`config.mk`:
```
export PLATFORM = sky130hd
export DESIGN_NAME = wkup_seq
export DESIGN_NICKNAME = d
export VERILOG_FILES = /design/src/rtl/wkup_pkg.sv /design/src/rtl/wkup_period_bank.sv /design/src/rtl/wkup_sel_unit.sv /design/src/rtl/wkup_tick_timer.sv /design/src/rtl/wkup_seq.sv
export SDC_FILE = /design/constraint.sdc
export NUM_CORES = 1
export LEC_CHECK = 0
export BUFFER_PORTS_ARGS = -buffer_cell sky130_fd_sc_hd__buf_2
export CORE_ASPECT_RATIO = 1.25
export CORE_MARGIN = 4
export CORE_UTILIZATION = 25
export CTS_CLUSTER_SIZE = 25
export DETAILED_ROUTE_END_ITERATION = 12
export SLEW_MARGIN = 20
export SYNTH_ARGS = -nofsm -noshare
export SYNTH_HDL_FRONTEND = slang
export SYNTH_SLANG_ARGS = --single-unit
export TNS_END_PERCENT = 5
```
`constraint.sdc`:
```
create_clock -name clk -period 3.9 [get_ports clk]
set_input_delay 0 -clock clk [delete_from_list [all_inputs] [get_ports clk]]
set_output_delay 0 -clock clk [all_outputs]
set_load 0.05 [all_outputs]
```
`src/rtl/wkup_pkg.sv`:
```
package wkup_pkg;
   typedef enum logic [1:0] {
      WK_IDLE  = 2'd0,
      WK_COUNT = 2'd1,
      WK_RUN   = 2'd2
   } wk_state_e;
endpackage

```
`src/rtl/wkup_period_bank.sv`:
```
module wkup_period_bank #(
   parameter int          NUM      = 5,
   parameter int          PW       = 16,
   parameter int          SW       = 3,
   parameter logic [PW-1:0] RST_VAL = PW'(1)
) (
   input  logic          clk,
   input  logic          rst_n,
   input  logic          we_i,
   input  logic [SW-1:0] widx_i,
   input  logic [PW-1:0] wdata_i,
   input  logic [SW-1:0] ridx_i,
   output logic [PW-1:0] rdata_o
);
   logic [NUM-1:0][PW-1:0] bank;

   for (genvar g = 0; g < NUM; g++) begin : g_slot
      logic [PW-1:0] q;
      always_ff @(posedge clk or negedge rst_n) begin
         if (!rst_n)                            q <= RST_VAL;
         else if (we_i && (widx_i == SW'(g)))   q <= wdata_i;
      end
      assign bank[g] = q;
   end

   always_comb begin
      rdata_o = '0;
      for (int k = 0; k < NUM; k++) begin
         if (ridx_i == SW'(k)) rdata_o = bank[k];
      end
   end
endmodule

```
`src/rtl/wkup_sel_unit.sv`:
```
module wkup_sel_unit #(
   parameter int NUM = 5,
   parameter int SW  = 3
) (
   input  logic          clk,
   input  logic          rst_n,
   input  logic          flush_i,
   input  logic          cmd_i,
   input  logic [SW-1:0] idx_i,
   input  logic          low_pwr_i,
   output logic          ack_o,
   output logic [SW-1:0] pend_nxt_o
);
   localparam logic [SW-1:0] LAST_IDX = SW'(NUM - 1);

   logic          s1_vld, s1_upd;
   logic [SW-1:0] s1_idx, pend_q;

   always_comb begin
      pend_nxt_o = pend_q;
      if (flush_i)                 pend_nxt_o = '0;
      else if (s1_vld && s1_upd)   pend_nxt_o = s1_idx;
   end

   always_ff @(posedge clk or negedge rst_n) begin
      if (!rst_n) begin
         s1_vld <= 1'b0;
         s1_upd <= 1'b0;
         s1_idx <= '0;
         pend_q <= '0;
      end else begin
         pend_q <= pend_nxt_o;
         s1_vld <= cmd_i && !flush_i;
         s1_upd <= low_pwr_i || (idx_i <= LAST_IDX);
         s1_idx <= low_pwr_i ? '0 : idx_i;
      end
   end

   assign ack_o = s1_vld;
endmodule

```
`src/rtl/wkup_tick_timer.sv`:
```
module wkup_tick_timer #(
   parameter int PW = 16
) (
   input  logic          clk,
   input  logic          rst_n,
   input  logic          clr_i,
   input  logic          cnt_en_i,
   input  logic [PW-1:0] period_i,
   output logic          hit_o
);
   logic [PW-1:0] cnt_q;
   logic [PW:0]   cnt_inc;

   assign cnt_inc = {1'b0, cnt_q} + (PW+1)'(1);
   assign hit_o   = cnt_en_i && (cnt_inc >= {1'b0, period_i});

   always_ff @(posedge clk or negedge rst_n) begin
      if (!rst_n)              cnt_q <= '0;
      else if (clr_i || hit_o) cnt_q <= '0;
      else if (cnt_en_i)       cnt_q <= cnt_inc[PW-1:0];
   end
endmodule

```
`src/rtl/wkup_seq.sv`:
```
module wkup_seq
   import wkup_pkg::*;
#(
   parameter int NUM_PERIODS = 5,
   parameter int SEL_W       = 3,
   parameter int PERIOD_W    = 16,
   parameter int ADDR_W      = 11,
   parameter int PERIOD_RST  = 1
) (
   input  logic                clk,
   input  logic                rst_n,
   input  logic                tick_i,
   input  logic                host_start_i,
   input  logic [ADDR_W-1:0]   host_entry_i,
   input  logic                host_en_clr_i,
   input  logic                host_per_we_i,
   input  logic [SEL_W-1:0]    host_per_idx_i,
   input  logic [PERIOD_W-1:0] host_per_data_i,
   input  logic                deep_sleep_i,
   input  logic                core_sel_i,
   input  logic [SEL_W-1:0]    core_sel_idx_i,
   output logic                core_sel_ack_o,
   input  logic                core_en_clr_i,
   input  logic                core_halt_i,
   input  logic                core_illegal_i,
   output logic                core_pwr_o,
   output logic                core_start_o,
   output logic [ADDR_W-1:0]   core_entry_o,
   output logic                host_running_o
);
   localparam logic [PERIOD_W-1:0] RST_P = PERIOD_W'(PERIOD_RST);

   if (NUM_PERIODS < 2 || NUM_PERIODS > (1 << SEL_W)) begin : g_bad_num
      $error("wkup_seq: NUM_PERIODS must fit in SEL_W bits and be at least 2");
   end
   if (PERIOD_W < 1 || ADDR_W < 1) begin : g_bad_width
      $error("wkup_seq: widths must be positive");
   end

   wk_state_e           state_q;
   logic                en_q, start_q;
   logic [ADDR_W-1:0]   entry_q;
   logic [SEL_W-1:0]    active_q, pend_nxt;
   logic [PERIOD_W-1:0] cur_period;
   logic                start_acc, clr_any, done_evt, hit, counting;

   assign start_acc = host_start_i && (state_q != WK_RUN);
   assign clr_any   = host_en_clr_i || core_en_clr_i;
   assign done_evt  = core_halt_i || core_illegal_i;
   assign counting  = (state_q == WK_COUNT) && !clr_any && !start_acc;

   wkup_period_bank #(
      .NUM(NUM_PERIODS), .PW(PERIOD_W), .SW(SEL_W), .RST_VAL(RST_P)
   ) u_bank (
      .clk(clk), .rst_n(rst_n),
      .we_i(host_per_we_i), .widx_i(host_per_idx_i), .wdata_i(host_per_data_i),
      .ridx_i(active_q), .rdata_o(cur_period)
   );

   wkup_sel_unit #(.NUM(NUM_PERIODS), .SW(SEL_W)) u_sel (
      .clk(clk), .rst_n(rst_n),
      .flush_i(start_acc), .cmd_i(core_sel_i), .idx_i(core_sel_idx_i),
      .low_pwr_i(deep_sleep_i), .ack_o(core_sel_ack_o), .pend_nxt_o(pend_nxt)
   );

   wkup_tick_timer #(.PW(PERIOD_W)) u_timer (
      .clk(clk), .rst_n(rst_n),
      .clr_i(state_q != WK_COUNT || start_acc),
      .cnt_en_i(counting && tick_i),
      .period_i(cur_period), .hit_o(hit)
   );

   always_ff @(posedge clk or negedge rst_n) begin
      if (!rst_n) begin
         state_q  <= WK_IDLE;
         en_q     <= 1'b0;
         start_q  <= 1'b0;
         entry_q  <= '0;
         active_q <= '0;
      end else if (start_acc) begin
         state_q  <= WK_COUNT;
         en_q     <= 1'b1;
         start_q  <= 1'b0;
         entry_q  <= host_entry_i;
         active_q <= '0;
      end else begin
         if (clr_any) en_q <= 1'b0;
         start_q <= 1'b0;
         unique case (state_q)
            WK_COUNT: begin
               if (clr_any) state_q <= WK_IDLE;
               else if (hit) begin
                  state_q <= WK_RUN;
                  start_q <= 1'b1;
               end
            end
            WK_RUN: begin
               if (done_evt) begin
                  state_q  <= (en_q && !clr_any) ? WK_COUNT : WK_IDLE;
                  active_q <= pend_nxt;
               end
            end
            default: state_q <= state_q;
         endcase
      end
   end

   assign core_pwr_o     = (state_q == WK_RUN);
   assign host_running_o = (state_q == WK_RUN);
   assign core_start_o   = start_q;
   assign core_entry_o   = entry_q;
endmodule

```
## Word-level counts from Yosys, hierarchy flattened

Cells that the tools add are included.

- Bits of input ports: 44
- Bits in registers: 122
- Word-level logic and storage cells: 86
- Output and inout bits: 15

- Multiplexer cells: 25
- Add/sub/neg operators: 1
- Reductions and logical operators: 29
- Magnitude comparators: 2
- Equal/unequal tests: 14

Operators with widths:

| kind | count |
|---|---|
| $mux 16 | 7 |
| $mux 3 | 6 |
| $add 16x1->17 const B | 1 |
| $ge 17x16->1 | 1 |
| $logic_and 1x1->1 | 13 |
| $eq 3x2->1 const B | 4 |
| $mux 2 | 4 |
| $reduce_bool 2->1 | 4 |
| $mux 1 | 7 |
| $eq 3x1->1 const B | 2 |
| $eq 3x3->1 const B | 2 |
| $logic_not 3->1 | 2 |
| $logic_or 1x1->1 | 5 |
| $ne 4x3->1 const B | 1 |
| $pmux 2 s2 | 1 |
| $le 3x3->1 const B | 1 |
| $ne 3x1->1 const B | 1 |
| $reduce_and 3->1 | 1 |
| $reduce_bool 3->1 | 1 |
| $eq 2x1->1 const B | 1 |
| $eq 2x2->1 const B | 1 |
| $logic_not 1->1 | 2 |
| $ne 2x1->1 const B | 1 |
| $ne 2x2->1 const B | 1 |
| $reduce_and 2->1 | 1 |

## Logic depth before layout (Yosys ltp)

- Depth in word-level cells: 12
- Mapped depth: 14
- Depth with buffers taken out: 12

## Modules after synthesis

A second synthesis with hierarchy kept.

- Cell total of the unflattened synthesis: 525
- Area total of the unflattened synthesis: 6,334.8 um^2

By module, submodules not included:

| module | times used | area an instance (um^2) | cells each |
|---|---|---|---|
| wkup_period_bank | 1 | 3,692.3 | 249 |
| wkup_tick_timer | 1 | 1,572.8 | 200 |
| wkup_seq | 1 | 779.5 | 54 |
| wkup_sel_unit | 1 | 290.3 | 22 |

## Worst setup path before layout

No wires, ideal clock.

- Path kind: reg-to-reg
- Start point: register active_q[1]
- End point: register state_q[1]
- Setup slack: 1.043 ns
- Stages on the path, launching flop included: 14
- Clock period less this slack: 2.857 ns
- Data arrival time: 2.725 ns
- Required time: 3.768 ns
- Path through: dfrtp_1 clkbuf_1 and2_1 clkbuf_1 a21oi_1 o22a_1 ha_1 nand4_1 nor4_1 a211o_1 nor3_2 buf_2 and2_1 o21ai_1

- Word-level cells in the longest chain between the ends: 10
- Elaborated cells between the ends (all ways): 14
- Classes of those cells: 1 x order compare; 5 x eq/ne; 5 x mux; 3 x reduce/logical

RTL lines:

| item | RTL line | source |
|---|---|---|
| start, declared | wkup_seq.sv:43 | `logic [SEL_W-1:0] active_q, pend_nxt;` |
| start signal, assigned | wkup_seq.sv:100 | `active_q <= pend_nxt;` |
| $logic_not 3->1 | wkup_period_bank.sv:29 | `if (ridx_i == SW'(k)) rdata_o = bank[k];` |
| $mux 16 (4 in series) | wkup_period_bank.sv:29 |  |
| $mux 16 * | wkup_period_bank.sv:29 |  |
| $ge 17x16->1 * | wkup_tick_timer.sv:15 | `assign hit_o = cnt_en_i && (cnt_inc >= {1'b0, period_i});` |
| $logic_and 1x1->1 * | wkup_tick_timer.sv:15 |  |
| $ne 4x3->1 (no line) * | - |  |
| $reduce_and 3->1 (no line) * | - |  |
| end signal, assigned | wkup_seq.sv:99 | `state_q <= (en_q && !clr_any) ? WK_COUNT : WK_IDLE;` |
| end signal, assigned | wkup_seq.sv:103 | `default: state_q <= state_q;` |
| end, declared | wkup_seq.sv:40 | `wk_state_e state_q;` |

Mark *: on every way between the ends. The rest lies on a longest branch, timed or not.
A chain may end at the register's enable or synchronous reset.

## Final worst setup path

- Start point: register active_q[0]
- End point: register u_timer.cnt_q[10]

- Word-level cells in the longest chain between the ends: 10
- Elaborated cells between the ends (all ways): 15
- Classes of those cells: 1 x order compare; 4 x eq/ne; 6 x mux; 4 x reduce/logical

RTL lines:

| item | RTL line | source |
|---|---|---|
| $logic_not 3->1 | wkup_period_bank.sv:29 |  |
| $mux 16 (4 in series) | wkup_period_bank.sv:29 |  |
| $mux 16 * | wkup_period_bank.sv:29 |  |
| $ge 17x16->1 * | wkup_tick_timer.sv:15 |  |
| $logic_and 1x1->1 * | wkup_tick_timer.sv:15 |  |
| $logic_or 1x1->1 * | wkup_tick_timer.sv:19 | `else if (clr_i \|\| hit_o) cnt_q <= '0;` |
| $mux 16 or $reduce_bool 2->1 (tied branches) | - |  |
| end signal, assigned | wkup_tick_timer.sv:20 | `else if (cnt_en_i) cnt_q <= cnt_inc[PW-1:0];` |
| end, declared | wkup_tick_timer.sv:11 | `logic [PW-1:0] cnt_q;` |

Marked as above.

==> impl_metrics.py <==
metrics = {
    "global_routing": {
        "grt_usage_pct": 11.2,
        "grt-ovfl-total": 0,
        "grt_pass1_wl_mm": 24.3,
        "antenna_found_initial": 0,
        "grt_pass1_vias": 4672,
        "grt_max_degree": 123,
    },
    "floorplan": {
        "io_pins": 59,
        "start_util_pct": 25.5,
        "core-area_um2": 23900,
        "placementRows": 63,
        "die_area_um2": 27000,
        "die_y_um": 183,
        "dieWidth_um": 148,
    },
    "synthesis": {
        "yosys_warnings": 0,
        "syn_inst": 525,
        "synth_fp_nets": 586,
        "syn_area_um2": 6100,
        "synth_flop_cell": "dfrtp_1",
        "yosysSeqAreaShare_pct": 50.2,
        "ys_types": 50,
        "synth_edf_count": 0,
        "synthArstFlopShare_pct": 100,
        "yosys_register_bits": 122,
        "avgSynthCellArea_um2": 11.6,
    },
    "run_status": {
        "status": "completed",
    },
    "cts": {
        "cts_sinks": 122,
        "cts_max_path_buffers": 2,
        "cts.clk_slew.worst_paths_ns": 0.06,
        "htreeDepth": 4,
        "clock-root-buffer": "clkbuf_16",
        "clk_latency_ns": 0.41,
        "numCtsBuffers": 17,
        "cts_tree": "done",
    },
    "route": {
        "vias": 4370,
        "vias_per_cell": 4.56,
        "post-route-drc-count": 0,
        "ant_nets": 0,
        "routed_wl_mm": 14.4,
        "wl_per_cell_um": 15.0,
        "drt-initial-drc-count": 249,
        "drt_pre_antenna_iters": 4,
    },
    "place": {
        "numPortBuffers": 58,
        "place_area_um2": 6800,
        "place_ws_ns": 0.489,
        "globalplace.congestion": 0.783,
        "hpwlAfterDp_mm": 9.65,
        "placed_cells": 890,
    },
    "timing": {
        "fin_setup_tns_ns": 0,
        "setup_ws_ns": 0.474,
        "hold_viol": 0,
        "skew_ns": 0.00744,
        "fmax_mhz": 292,
        "rsz0062_at_grt": "no",
        "worst_pin_slew_ns": 1.03,
        "report.final.slew_viol_count": 0,
        "setup_viol": 0,
        "fin_crit_sh_pct": 87.9,
        "hold-worst-slack_ns": 0.0439,
        "max_slew_margin_pct": 31.2,
        "period_minus_slack_ns": 3.43,
    },
    "final_layout": {
        "final_cells": 959,
        "synthToLayoutAreaGrowth_pct": 27.5,
        "finalNetCount": 682,
        "fin_util_pct": 32.6,
        "drive_gt1_share_pct": 32.5,
        "nFillCells": 2395,
        "stdcell_area_um2": 7780,
        "num_antenna_cells": 0,
    },
    "power": {
        "ir_drop_mv": 0.276,
        "power_mw": 3.78,
        "leakagePower_nw": 3.33,
        "power_density_nw_per_um2": 486,
    },
    "min_path": {
        "min_path_type": "input pin to flip-flop",
    },
    "setup_path": {
        "cp_max_fo": 10,
        "arrival_ns": 3.73,
        "critPathCaptureType": "flip-flop",
        "required_ns": 4.20,
        "crit_type": "flip-flop to flip-flop",
        "cp-start-kind": "flip-flop",
    },
    "job": {
        "maxCapViolations": 0,
    },
}
sequential cells by signal, summed over array words and instances (netlist names):
| name | cells |
|---|---|
| en_q | 1 |
| u_timer.cnt_q | 16 |
| u_sel.ack_o | 1 |
| core_entry_o | 11 |
| active_q | 3 |
| u_sel.s1_idx | 3 |
| u_sel.s1_upd | 1 |
| u_bank.g_slot.q | 80 |
| u_sel.pend_q | 3 |
| core_start_o | 1 |
| state_q | 2 |
Yosys cell counts, types with 2 or more instances:
cell,instances,area share [%]
xor2_1,6,0.86
nand2_1,64,3.9
mux2_1,3,0.55
and3_1,3,0.31
o21ai_0,5,0.41
o211ai_1,2,0.25
o22a_1,9,1.3
nor4bb_1,2,0.33
buf_4,2,0.25
mux2i_1,10,1.6
nor2b_1,13,1.3
buf_1,4,0.25
o32ai_1,4,0.57
dfstp_2,5,2.2
mux2_2,80,15
o21ai_1,2,0.16
ha_1,17,3.5
nor2_1,24,1.5
dfrtp_1,117,48
nand4b_1,3,0.43
a21oi_1,25,2.1
a31oi_1,13,1.3
and2_1,7,0.72
nor3_2,5,0.82
buf_2,14,1.1
a21o_1,2,0.25
inv_1,2,0.12
a22oi_1,10,1.2
mux4_2,6,2.2
nand3_1,17,1.4
nand4_1,13,1.3
nor3_1,3,0.25
clkbuf_1,10,0.62
xnor2_1,7,1.0
report_power, final:
part / internal [mW] / leakage (nW) / switching (mW)
clock network: 1.03 / 0.286 / 0.584
registers: 1.48 / 1.50 / 0.110
logic: 0.308 / 1.54 / 0.279
total: 2.81 / 3.33 / 0.973
per-layer routing:
layer / up-vias / GRT usage (%) / share of wire [%]
met5: - / 0 / 0
met2: 92 / 17.7 / 47
met4: 0 / 4.21 / 1.9
met1: 2153 / 15.0 / 47
li1: 2105 / - / -
met3: 20 / 2.63 / 4.1
critical path, stage by stage (launching register included):
cell,delay [ns]
dfrtp_1,0.66
buf_4,0.27
and2_1,0.39
a21oi_1,0.15
o22a_1,0.22
ha_1,0.29
nand4_1,0.15
nor4_1,0.07
a211o_1,0.31
nor3_2,0.25
nand3_1,0.26
o32ai_1,0.31
logic make-up after synthesis:
family,share of synthesized area (%)
xor+xnor,1.87
mux,19.2
buf+inv,2.56
flops,50.2
fa+ha+maj,3.49
compound gates,8.64
simple gates,14.1
final timing paths:
path                                             start                            end  slack (ns)  cells past startpoint
max in group asynchronous                        rst_n  u_timer.cnt_q[10]$_DFFE_PN0P_        3.12                      3
setup / recovery               active_q[0]$_DFFE_PN0P_  u_timer.cnt_q[10]$_DFFE_PN0P_        0.47                     11
hold reg to reg            core_entry_o[8]$_DFFE_PN0P_    core_entry_o[8]$_DFFE_PN0P_        0.47                      2
min in group asynchronous                        rst_n    core_entry_o[4]$_DFFE_PN0P_        0.21                      3
hold / removal                                  tick_i         state_q[0]$_DFFE_PN0P_        0.04                      3
setup reg to reg               active_q[0]$_DFFE_PN0P_  u_timer.cnt_q[10]$_DFFE_PN0P_        0.47                     11
placed cells by master (no fill, tap or decap), drive strengths merged, types with 6 or more instances in the layout:
| cell | instances |
|---|---|
| nand4 | 14 |
| xor2 | 6 |
| xnor2 | 7 |
| o21ai | 7 |
| nand2 | 64 |
| mux2i | 10 |
| a21oi | 25 |
| nor3 | 8 |
| ha | 17 |
| dlygate4sd3 | 37 |
| a22oi | 10 |
| buf | 71 |
| nand3 | 19 |
| a31oi | 13 |
| nor2 | 24 |
| o22a | 9 |
| and2 | 7 |
| nor2b | 13 |
| mux4 | 6 |
| clkbuf | 19 |
| mux2 | 83 |
| dfrtp | 117 |
timing repair:
action | 4_1_cts | 5_1_grt
gates resized for setup | 0 | 0
hold buffers | 37 | 0
endpoints found under the hold margin | 215 | 0
buffers inserted | 0 | 0
area by class of cell:
class                   instances  area, um2  area share, %
multi-input cells             370       2920           37.5
clock buffers                  19        443           5.69
well taps                     325        407           5.23
clock inverters                13        169           2.17
inverters                       2       7.51         0.0965
flip-flops and latches        122       3060           39.3
repair buffers                108        773           9.94
Note: power is estimated with default switching activity, not from simulation.
